[src/rtl/swg_pkg.sv]
package swg_pkg;

  typedef enum logic [3:0] {
    S_IDLE, S_BRK, S_BREC, S_TLO, S_THI, S_TGAP, S_RWAIT, S_RLO, S_RHI
  } swg_state_e;

  typedef enum logic [1:0] {
    R_OK = 2'd0, R_NORESP = 2'd1, R_LONGLOW = 2'd2, R_LONGGAP = 2'd3
  } swg_result_e;

  // ticks the line is held low for one transmitted bit
  function automatic int tx_low_ticks(logic b, int one_lo, int zero_lo);
    return b ? one_lo : zero_lo;
  endfunction

  // bit value recovered from a low pulse measured in samples
  function automatic logic rx_decode(int width, int one_max);
    return (width <= one_max);
  endfunction

  function automatic int max3(int a, int b, int c);
    int m;
    m = (a > b) ? a : b;
    return (m > c) ? m : c;
  endfunction

endpackage

[src/rtl/swg_tick_gen.sv]
module swg_tick_gen #(
  parameter int DIV = 1000
) (
  input  logic clk,
  input  logic rst_n,
  output logic tick
);
  localparam int CW = $clog2(DIV + 1);
  logic [CW-1:0] cnt;

  always_ff @(posedge clk) begin
    if (!rst_n) cnt <= '0;
    else if (cnt == CW'(DIV - 1)) cnt <= '0;
    else cnt <= cnt + 1'b1;
  end

  assign tick = (cnt == CW'(DIV - 1));


  tick_spacing_chk: assert property (@(posedge clk) disable iff (!rst_n)
    (DIV > 1 && tick) |=> !tick);
endmodule

[src/rtl/swg_phase_timer.sv]
module swg_phase_timer #(
  parameter int TW = 5
) (
  input  logic          clk,
  input  logic          rst_n,
  input  logic          tick,
  input  logic          load,
  input  logic [TW-1:0] load_val,
  output logic          expire
);
  logic [TW-1:0] cnt;

  always_ff @(posedge clk) begin
    if (!rst_n) cnt <= '0;
    else if (load) cnt <= load_val;
    else if (tick && cnt != '0) cnt <= cnt - 1'b1;
  end

  assign expire = tick && (cnt == TW'(1));


  timer_reload_chk: assert property (@(posedge clk) disable iff (!rst_n)
    (expire && !load) |=> (cnt == '0));
endmodule

[src/rtl/sw_gauge_master.sv]
module sw_gauge_master #(
  parameter int CLK_PER_TICK = 1000,
  parameter int SEQ_W        = 4,
  parameter int T_BRK_LO     = 10,
  parameter int T_BRK_HI     = 3,
  parameter int T_CELL       = 10,
  parameter int T_ONE_LO     = 2,
  parameter int T_ZERO_LO    = 6,
  parameter int T_TX_GAP     = 15,
  parameter int T_RX_WAIT    = 150,
  parameter int T_RX_FIRST   = 15,
  parameter int T_RX_LATER   = 50,
  parameter int T_RX_GAP     = 20,
  parameter int T_ONE_MAX    = 3
) (
  input  logic             clk,
  input  logic             rst_n,
  input  logic [SEQ_W-1:0] req_seq,
  input  logic [7:0]       cmd_byte,
  input  logic [7:0]       wr_byte,
  input  logic             pad_in,
  output logic             pad_oe,
  output logic             pad_out,
  output logic             busy,
  output logic [SEQ_W-1:0] done_seq,
  output logic [7:0]       rd_data,
  output logic [1:0]       result
);
  import swg_pkg::*;

  localparam int TMAX = max3(max3(T_BRK_LO, T_BRK_HI, T_CELL), T_TX_GAP, 1);
  localparam int TW   = $clog2(TMAX + 1);
  localparam int MMAX = max3(T_RX_WAIT, max3(T_RX_FIRST, T_RX_LATER, 1), T_RX_GAP);
  localparam int MW   = $clog2(MMAX + 2);

  swg_state_e    st;
  logic [7:0]    cmd_q, wr_q, sh_q, rd_q;
  logic [2:0]    bit_q;
  logic          data_phase;
  logic [MW-1:0] meas;
  logic [SEQ_W-1:0] done_q;
  logic [1:0]    res_q;
  logic          sync1, line_s;

  logic          tick, tmr_load, tmr_exp;
  logic [TW-1:0] tmr_val;

  // named events used by the FSM and the assertions
  logic          start_w, cell_end_w, byte_end_w, rx_rise_w;
  logic [MW-1:0] rx_limit_w;

  swg_tick_gen #(.DIV(CLK_PER_TICK)) u_tick (
    .clk(clk), .rst_n(rst_n), .tick(tick));

  swg_phase_timer #(.TW(TW)) u_tmr (
    .clk(clk), .rst_n(rst_n), .tick(tick), .load(tmr_load),
    .load_val(tmr_val), .expire(tmr_exp));

  // two-flop synchroniser on the wire input
  always_ff @(posedge clk) begin
    if (!rst_n) begin
      sync1  <= 1'b1;
      line_s <= 1'b1;
    end else begin
      sync1  <= pad_in;
      line_s <= sync1;
    end
  end

  assign start_w    = tick && (st == S_IDLE) && (req_seq != done_q);
  assign cell_end_w = tmr_exp && (st == S_THI);
  assign byte_end_w = cell_end_w && (bit_q == 3'd7);
  assign rx_rise_w  = tick && (st == S_RLO) && line_s;
  assign rx_limit_w = (bit_q == 3'd0) ? MW'(T_RX_FIRST) : MW'(T_RX_LATER);

  // timer reload on every timed-phase entry
  always_comb begin
    tmr_load = 1'b0;
    tmr_val  = '0;
    if (start_w) begin
      tmr_load = 1'b1;
      tmr_val  = TW'(T_BRK_LO);
    end else if (tmr_exp) begin
      case (st)
        S_BRK:  begin tmr_load = 1'b1; tmr_val = TW'(T_BRK_HI); end
        S_BREC: begin
          tmr_load = 1'b1;
          tmr_val  = TW'(tx_low_ticks(cmd_q[0], T_ONE_LO, T_ZERO_LO));
        end
        S_TLO: begin
          tmr_load = 1'b1;
          tmr_val  = TW'(T_CELL - tx_low_ticks(sh_q[0], T_ONE_LO, T_ZERO_LO));
        end
        S_THI: begin
          if (bit_q != 3'd7) begin
            tmr_load = 1'b1;
            tmr_val  = TW'(tx_low_ticks(sh_q[1], T_ONE_LO, T_ZERO_LO));
          end else if (!data_phase && cmd_q[7]) begin
            tmr_load = 1'b1;
            tmr_val  = TW'(T_TX_GAP);
          end
        end
        S_TGAP: begin
          tmr_load = 1'b1;
          tmr_val  = TW'(tx_low_ticks(wr_q[0], T_ONE_LO, T_ZERO_LO));
        end
        default: ;
      endcase
    end
  end

  always_ff @(posedge clk) begin
    if (!rst_n) begin
      st         <= S_IDLE;
      cmd_q      <= '0;
      wr_q       <= '0;
      sh_q       <= '0;
      rd_q       <= '0;
      bit_q      <= '0;
      data_phase <= 1'b0;
      meas       <= '0;
      done_q     <= '0;
      res_q      <= R_OK;
    end else if (tick) begin
      case (st)
        S_IDLE: if (start_w) begin
          st         <= S_BRK;
          cmd_q      <= cmd_byte;
          wr_q       <= wr_byte;
          data_phase <= 1'b0;
          rd_q       <= '0;
        end
        S_BRK:  if (tmr_exp) st <= S_BREC;
        S_BREC: if (tmr_exp) begin
          st    <= S_TLO;
          sh_q  <= cmd_q;
          bit_q <= '0;
        end
        S_TLO:  if (tmr_exp) st <= S_THI;
        S_THI:  if (tmr_exp) begin
          if (!byte_end_w) begin
            sh_q  <= sh_q >> 1;
            bit_q <= bit_q + 3'd1;
            st    <= S_TLO;
          end else if (data_phase) begin
            st     <= S_IDLE;
            done_q <= req_seq;
            res_q  <= R_OK;
          end else if (cmd_q[7]) begin
            st <= S_TGAP;
          end else begin
            st    <= S_RWAIT;
            meas  <= '0;
            bit_q <= '0;
          end
        end
        S_TGAP: if (tmr_exp) begin
          st         <= S_TLO;
          sh_q       <= wr_q;
          bit_q      <= '0;
          data_phase <= 1'b1;
        end
        S_RWAIT: begin
          if (!line_s) begin
            st   <= S_RLO;
            meas <= MW'(1);
          end else if (meas == MW'(T_RX_WAIT)) begin
            st     <= S_IDLE;
            done_q <= req_seq;
            res_q  <= R_NORESP;
          end else meas <= meas + 1'b1;
        end
        S_RLO: begin
          if (rx_rise_w) begin
            rd_q <= {rx_decode(int'(meas), T_ONE_MAX), rd_q[7:1]};
            if (bit_q == 3'd7) begin
              st     <= S_IDLE;
              done_q <= req_seq;
              res_q  <= R_OK;
            end else begin
              bit_q <= bit_q + 3'd1;
              st    <= S_RHI;
              meas  <= MW'(1);
            end
          end else if (meas == rx_limit_w) begin
            st     <= S_IDLE;
            done_q <= req_seq;
            res_q  <= R_LONGLOW;
          end else meas <= meas + 1'b1;
        end
        S_RHI: begin
          if (!line_s) begin
            st   <= S_RLO;
            meas <= MW'(1);
          end else if (meas == MW'(T_RX_GAP)) begin
            st     <= S_IDLE;
            done_q <= req_seq;
            res_q  <= R_LONGGAP;
          end else meas <= meas + 1'b1;
        end
        default: st <= S_IDLE;
      endcase
    end
  end

  assign busy     = (st != S_IDLE);
  assign pad_oe   = (st == S_BRK) || (st == S_BREC) || (st == S_TLO) ||
                    (st == S_THI) || (st == S_TGAP);
  assign pad_out  = !((st == S_BRK) || (st == S_TLO));
  assign done_seq = done_q;
  assign rd_data  = rd_q;
  assign result   = res_q;


  idle_release_chk: assert property (@(posedge clk) disable iff (!rst_n)
    !busy |-> !pad_oe);


  seq_on_finish_chk: assert property (@(posedge clk) disable iff (!rst_n)
    (done_seq != $past(done_seq)) |-> (!busy && $past(busy)));


  pad_on_tick_chk: assert property (@(posedge clk) disable iff (!rst_n)
    !$past(tick) |-> ($stable(pad_oe) && $stable(pad_out)));


  low_bound_chk: assert property (@(posedge clk) disable iff (!rst_n)
    (st == S_RLO) |-> (meas <= rx_limit_w));


  gap_bound_chk: assert property (@(posedge clk) disable iff (!rst_n)
    (st == S_RHI) |-> (meas <= MW'(T_RX_GAP)));


  rx_released_chk: assert property (@(posedge clk) disable iff (!rst_n)
    (st == S_RWAIT || st == S_RLO || st == S_RHI) |-> !pad_oe);
endmodule

[config.mk]
export PLATFORM = sky130hd
export DESIGN_NAME = sw_gauge_master
export DESIGN_NICKNAME = d
export VERILOG_FILES = /design/src/rtl/swg_pkg.sv /design/src/rtl/swg_tick_gen.sv /design/src/rtl/swg_phase_timer.sv /design/src/rtl/sw_gauge_master.sv
export SDC_FILE = /design/constraint.sdc
export NUM_CORES = 1
export LEC_CHECK = 0
export BUFFER_PORTS_ARGS = -buffer_cell sky130_fd_sc_hd__buf_4
export CELL_PAD_IN_SITES_DETAIL_PLACEMENT = 0
export CELL_PAD_IN_SITES_GLOBAL_PLACEMENT = 2
export CORE_ASPECT_RATIO = 0.5
export CORE_MARGIN = 2
export CORE_UTILIZATION = 36
export DETAILED_ROUTE_END_ITERATION = 8
export GPL_TIMING_DRIVEN = 0
export HOLD_SLACK_MARGIN = 0.15
export PLACE_DENSITY = 0.9
export SLEW_MARGIN = 20
export SYNTH_ARGS = -nofsm -noshare
export SYNTH_HDL_FRONTEND = slang
export SYNTH_HIERARCHICAL = 1
export SYNTH_SLANG_ARGS = --single-unit
[constraint.sdc]
create_clock -name clk -period 4.2 [get_ports clk]
set_input_delay 0.63 -clock clk [delete_from_list [all_inputs] [get_ports clk]]
set_output_delay 0.63 -clock clk [all_outputs]
set_load 0.01 [all_outputs]
Word level (Yosys, flattened, before mapping)

Index checks and enable logic that the tools add are counted.

Muxes and demuxes: 86
Bitwise operators: 1
Reductions and logical operators: 37
Add/subtract/negate cells: 5
Magnitude comparators: 1
Eq/ne operators: 44

Operators with widths:

| operator                | number |
|---|---|
| $mux W8                 | 17 |
| $mux W4                 | 28 |
| $mux W3                 | 13 |
| $ne A2 B2 Y1 const B    | 17 |
| $pmux W4 S8             | 1 |
| $pmux W8 S4             | 1 |
| $ne A3 B3 Y1 const B    | 10 |
| $pmux W8 S3             | 1 |
| $mux W2                 | 11 |
| $pmux W4 S5             | 1 |
| $eq A4 B3 Y1 const B    | 4 |
| $pmux W4 S4             | 1 |
| $pmux W8 S2             | 1 |
| $reduce_bool A4 Y1      | 3 |
| $reduce_and A11 Y1      | 1 |
| $add A10 B1 Y10 const B | 1 |
| $eq A10 B10 Y1 const B  | 1 |
| $reduce_and A10 Y1      | 1 |
| $logic_and A1 B1 Y1     | 9 |
| $pmux W3 S3             | 1 |
| $reduce_and A9 Y1       | 1 |
| $add A8 B1 Y8 const B   | 1 |
| $eq A4 B1 Y1 const B    | 2 |
| $eq A4 B2 Y1 const B    | 2 |
| 29 further kinds        | 45 |

Output and inout port bits: 17
Word-level logic and storage cells: 188
Input bits: 23
Bits in registers: 70

Logic depth before layout (Yosys ltp)

Depth in word-level cells: 8
Mapped depth: 11
Mapped depth without buffers: 9

Cells and area by module

Netlist, hierarchy kept.

By module, submodules not included:

| module          | times used | area each (sq um) | sequential area each (sq um) | cells each |
|---|---|---|---|---|
| sw_gauge_master | 1          | 3298.2            | 1121.1                       | 390 |
| swg_tick_gen    | 1          | 478.0             | 200.2                        | 54 |
| swg_phase_timer | 1          | 265.3             | 80.1                         | 32 |

Worst setup path before layout

OpenSTA, ideal clock, no wires.

Path type: register to register
Start point: register u_tick.cnt[0]
End point: register meas[5]
Setup time: 0.132 ns
Arrival time: 2.903 ns
Setup slack: 1.165 ns
Required time: 4.068 ns
Buffers on the path: 1
Stages on the path, launching flop included: 11
Period minus slack after synthesis: 3.035 ns
Cells stage by stage: dfxtp_1 -> ha_1 -> nand4bb_1 -> nor3_1 -> nor4bb_1 -> clkbuf_1 -> nand2_1 -> nor4_2 -> o221ai_2 -> a2111oi_0 -> o22ai_1

Word-level cells in the longest chain between the ends: 6
Elaborated cells between the ends (all ways): 13
Classes of those cells: eq/ne (5); mux (2); reduce/logical (6)

RTL lines:

| what                             | line                   | source |
|---|---|---|
| from (decl)                      | swg_tick_gen.sv:9      | `logic [CW-1:0] cnt;` |
| from (signal assigned)           | swg_tick_gen.sv:14     | `else cnt <= cnt + 1'b1;` |
| $eq A10 B10 Y1 (*)               | swg_tick_gen.sv:17     | `assign tick = (cnt == CW'(DIV - 1));` |
| via tick                         | sw_gauge_master.sv:45  | `logic tick, tmr_load, tmr_exp;` |
| $logic_and A1 B1 Y1 (*)          | swg_phase_timer.sv:19  | `assign expire = tick && (cnt == TW'(1));` |
| via tmr_exp                      | sw_gauge_master.sv:45  |  |
| $logic_and A1 B1 Y1              | sw_gauge_master.sv:71  | `assign cell_end_w = tmr_exp && (st == S_THI);` |
| $logic_and A1 B1 Y1              | sw_gauge_master.sv:72  | `assign byte_end_w = cell_end_w && (bit_q == 3'd7);` |
| $ne A2 B2 Y1 (no line)           | -                      |  |
| $reduce_and A10 Y1 (no line) (*) | -                      |  |
| to (signal assigned)             | sw_gauge_master.sv:171 | `end else meas <= meas + 1'b1;` |
| to (signal assigned)             | sw_gauge_master.sv:189 | `end else meas <= meas + 1'b1;` |
| to (signal assigned)             | sw_gauge_master.sv:199 | `end else meas <= meas + 1'b1;` |
| to (decl)                        | sw_gauge_master.sv:40  | `logic [MW-1:0] meas;` |

The timed path passes the listed nets; every way through them passes the cells marked *.
A chain may end at the register's enable or synchronous reset.

Worst setup path in the final report

Same ends and word-level chain as after synthesis.

==> metrics.md <==
| Metric | Value |
|---|---|
| First-pass GRT wire length | `17.55 mm` |
| CP Max Fanout | `9` |
| Layout cells sized above 1 | `18.87%` |
| Max Cap Violations | `0` |
| Unique cell type count in the Yosys netlist | `84` |
| Area Growth Syn to Fin | `19.85%` |
| Worst Setup Slack, final | `638.5 ps` |
| WS Path Type | `reg2reg` |
| Syn Nets | `508` |
| Lkg Pwr | `0.001830 uW` |
| Skew final | `6.523 ps` |
| Die height | `78.92 um` |
| Post-CTS Setup Inserts | `0` |
| Area of the core | `10,980 um^2` |
| Asr flop ratio synth | `0%` |
| Initial Util | `36.81%` |
| CTS buffer count | `9` |
| Final hold violations | `0` |
| Initial DRC count | `204` |
| RSZ-0062 raised after global routing | `no` |
| Max IR drop VDD | `175.5 uV` |
| CTS Root Cell | `clkbuf_16` |
| Synth area leaders | `dfxtp_1 35%, mux2i_1 7.2%, nand2_1 5.2%` |
| Final Setup Violations | `0` |
| Max Slew Vio Count | `0` |
| Total wire length | `10.50 mm` |
| Final net count | `558` |
| Fill count | `1,132` |
| Hold crit path type | `reg2reg` |
| Post-synthesis sequential area ratio | `34.67%` |
| Worst skew pair latency | `340 ps` |
| Number of global-route vias before repair | `3,444` |
| R2r worst-path depth | `10` |
| CP arrival | `3770 ps` |
| Die width | `153.8 um` |
| Synth Cell Area | `4041 um^2` |
| DRT antenna net count | `0` |
| IO Port Bufs | `39` |
| DR pass1 iterations | `4` |
| Ys flop type | `dfxtp_1` |
| Top-count cell post-synth | `dfxtp_1` |
| Worst-margin pin slew | `758.6 ps` |
| Post-synth top cells | `70 x dfxtp_1, 56 x nand2_1, 56 x nor2_1` |
| CP endpoint kind | `flop` |
| Share of the clock period used by the worst path after layout | `84.80%` |
| Slowest CP cell | `nor3_2` |
| Vias per cell | `5.441` |
| Antenna Cells | `0` |
| Drt drc | `0` |
| Fin util | `44.11%` |
| Yosys top cell area share | `34.67%` |
| Post-synth top area cell | `dfxtp_1` |
| Startpoint types | `flop` |
| Antenna violations before repair | `0` |
| Clk sinks | `70` |
| Minimum clock period after layout | `3562 ps` |
| # rows | `27` |
| Synth Register Bits | `70` |
| Post-synth EDFFs | `0` |
| Hold path cells | `1` |
| Total GRT Usage | `18.18%` |
| Clk slew on worst S/H paths | `60 ps` |
| Critical Path RT | `4410 ps` |
| Congestion Overflow GR | `0` |
| Fin Setup TNS | `0 ps` |
| Via count | `3,673` |
| Crit-path cells | `ha_1, nand4bb_1, nor3_2, nor4bb_1, clkbuf_1, nand2_1, nor4_2, o221ai_2, a2111oi_0, o22ai_1` |
| Routability cong. | `0.8379` |
| CTS tree | `done` |
| Die footprint | `12,140 um^2` |
| Max-Slew Margin vs Limit | `48.89%` |
| Ports | `40` |
| Status | `completed` |
| Mapped Cells | `476` |
| Hpwl dp | `7.495 mm` |
| Hold WS | `424.3 ps` |
| Pre-CTS setup slack | `357.9 ps` |
| Ys Warns | `6` |
| Largest net degree at the start of global routing | `14` |
| Syn avg cell area | `8.490 um^2` |
| CP max stage delay | `510 ps` |
| Post-DR wirelength/cell | `15.56 um` |
| Pwr dens | `322.9 nW/um^2` |
| Fmax | `280.8 MHz` |
| CTS H-tree lvls | `3` |
| Clock buffer depth | `2` |
## final timing paths
path	start	to	slack (ps)
worst max-delay path	u_tick/cnt[0]$_SDFF_PP0_	meas[5]$_SDFFE_PN0P_	640
worst max register to register	u_tick/cnt[0]$_SDFF_PP0_	meas[5]$_SDFFE_PN0P_	640
worst min-delay path	sync1$_SDFF_PN1_	line_s$_SDFF_PN1_	420
worst min register to register	sync1$_SDFF_PN1_	line_s$_SDFF_PN1_	420
## metrics by stage
stage	power, uW	instance area (um^2)	std cells
floorplan	719.6	4041	476
detailed placement	749.8	4516	660
finish	1564	4843	675
global placement	749.3	4516	660
CTS	1585	4838	675
global route	1619	4843	675
## layout make-up
| type | count | area [um^2] | share of cell area (%) |
|---|---|---|---|
| flip-flops and latches | 70 | 1401 | 28.93 |
| plain buffers | 28 | 176.4 | 3.642 |
| repair buffers | 39 | 292.8 | 6.045 |
| inverters | 21 | 78.83 | 1.627 |
| multi-input cells | 357 | 2390 | 49.34 |
| well taps | 145 | 181.4 | 3.746 |
| clock inverters | 5 | 83.83 | 1.731 |
| clock buffers | 10 | 239.0 | 4.934 |
## worst max-delay path: cells and delay by family (launching register included)
kind            cells  cell delay [ps]
compound gates      3              830
simple gates        5             1630
flops               1              370
fa+ha+maj           1              250
buf+inv             1              340
## cells by family after synthesis
family / share of synthesized area, %
xor+xnor: 1.517
compound gates: 21.61
fa+ha+maj: 2.786
simple gates: 25.91
flops: 34.67
mux: 7.183
buf+inv: 6.316
## state kept, by name, summed over array words and instances, names as in the netlist, 2 cells and up
register and flops:
sh_q 8, result 2, meas 8, wr_q 8
rd_data 8, done_seq 4, bit_q 3, u_tick/cnt 10
u_tmr/cnt 4, st 4, cmd_q 8
## report_power, final
| group | total (uW) | switching (uW) | internal [uW] |
|---|---|---|---|
| sequential | 676 | 6.11 | 670 |
| combinational | 58.8 | 32.1 | 26.7 |
| clock | 829 | 296 | 533 |
| total | 1560 | 334 | 1230 |
## routing by layer
| layer | up-vias | part of all wire, % | global-route usage, % |
|---|---|---|---|
| li1 | 1854 | - | - |
| met1 | 1744 | 52 | 25.19 |
| met2 | 61 | 43 | 28.02 |
| met3 | 14 | 3.4 | 4.749 |
| met4 | 0 | 1.1 | 5.140 |
| met5 | - | 0 | 0 |
## cells in the final DEF, fill, tap and decap left out, drive strengths merged, types with 8 or more instances in the layout
cell	n
dfxtp	70
nand3	12
ha	9
nor3	8
o21ai	17
clkbuf	25
a221oi	9
nor2	56
mux2i	29
nand2	56
inv	21
buf	52
a211oi	11
a21oi	24
nor4	9
## what timing repair did
action | in CTS | in global routing
hold buffers | 0 | 0
resized for setup | 0 | 1
endpoints found under the setup margin | 0 | 7
No activity file was read; power rests on OpenSTA's default activity.
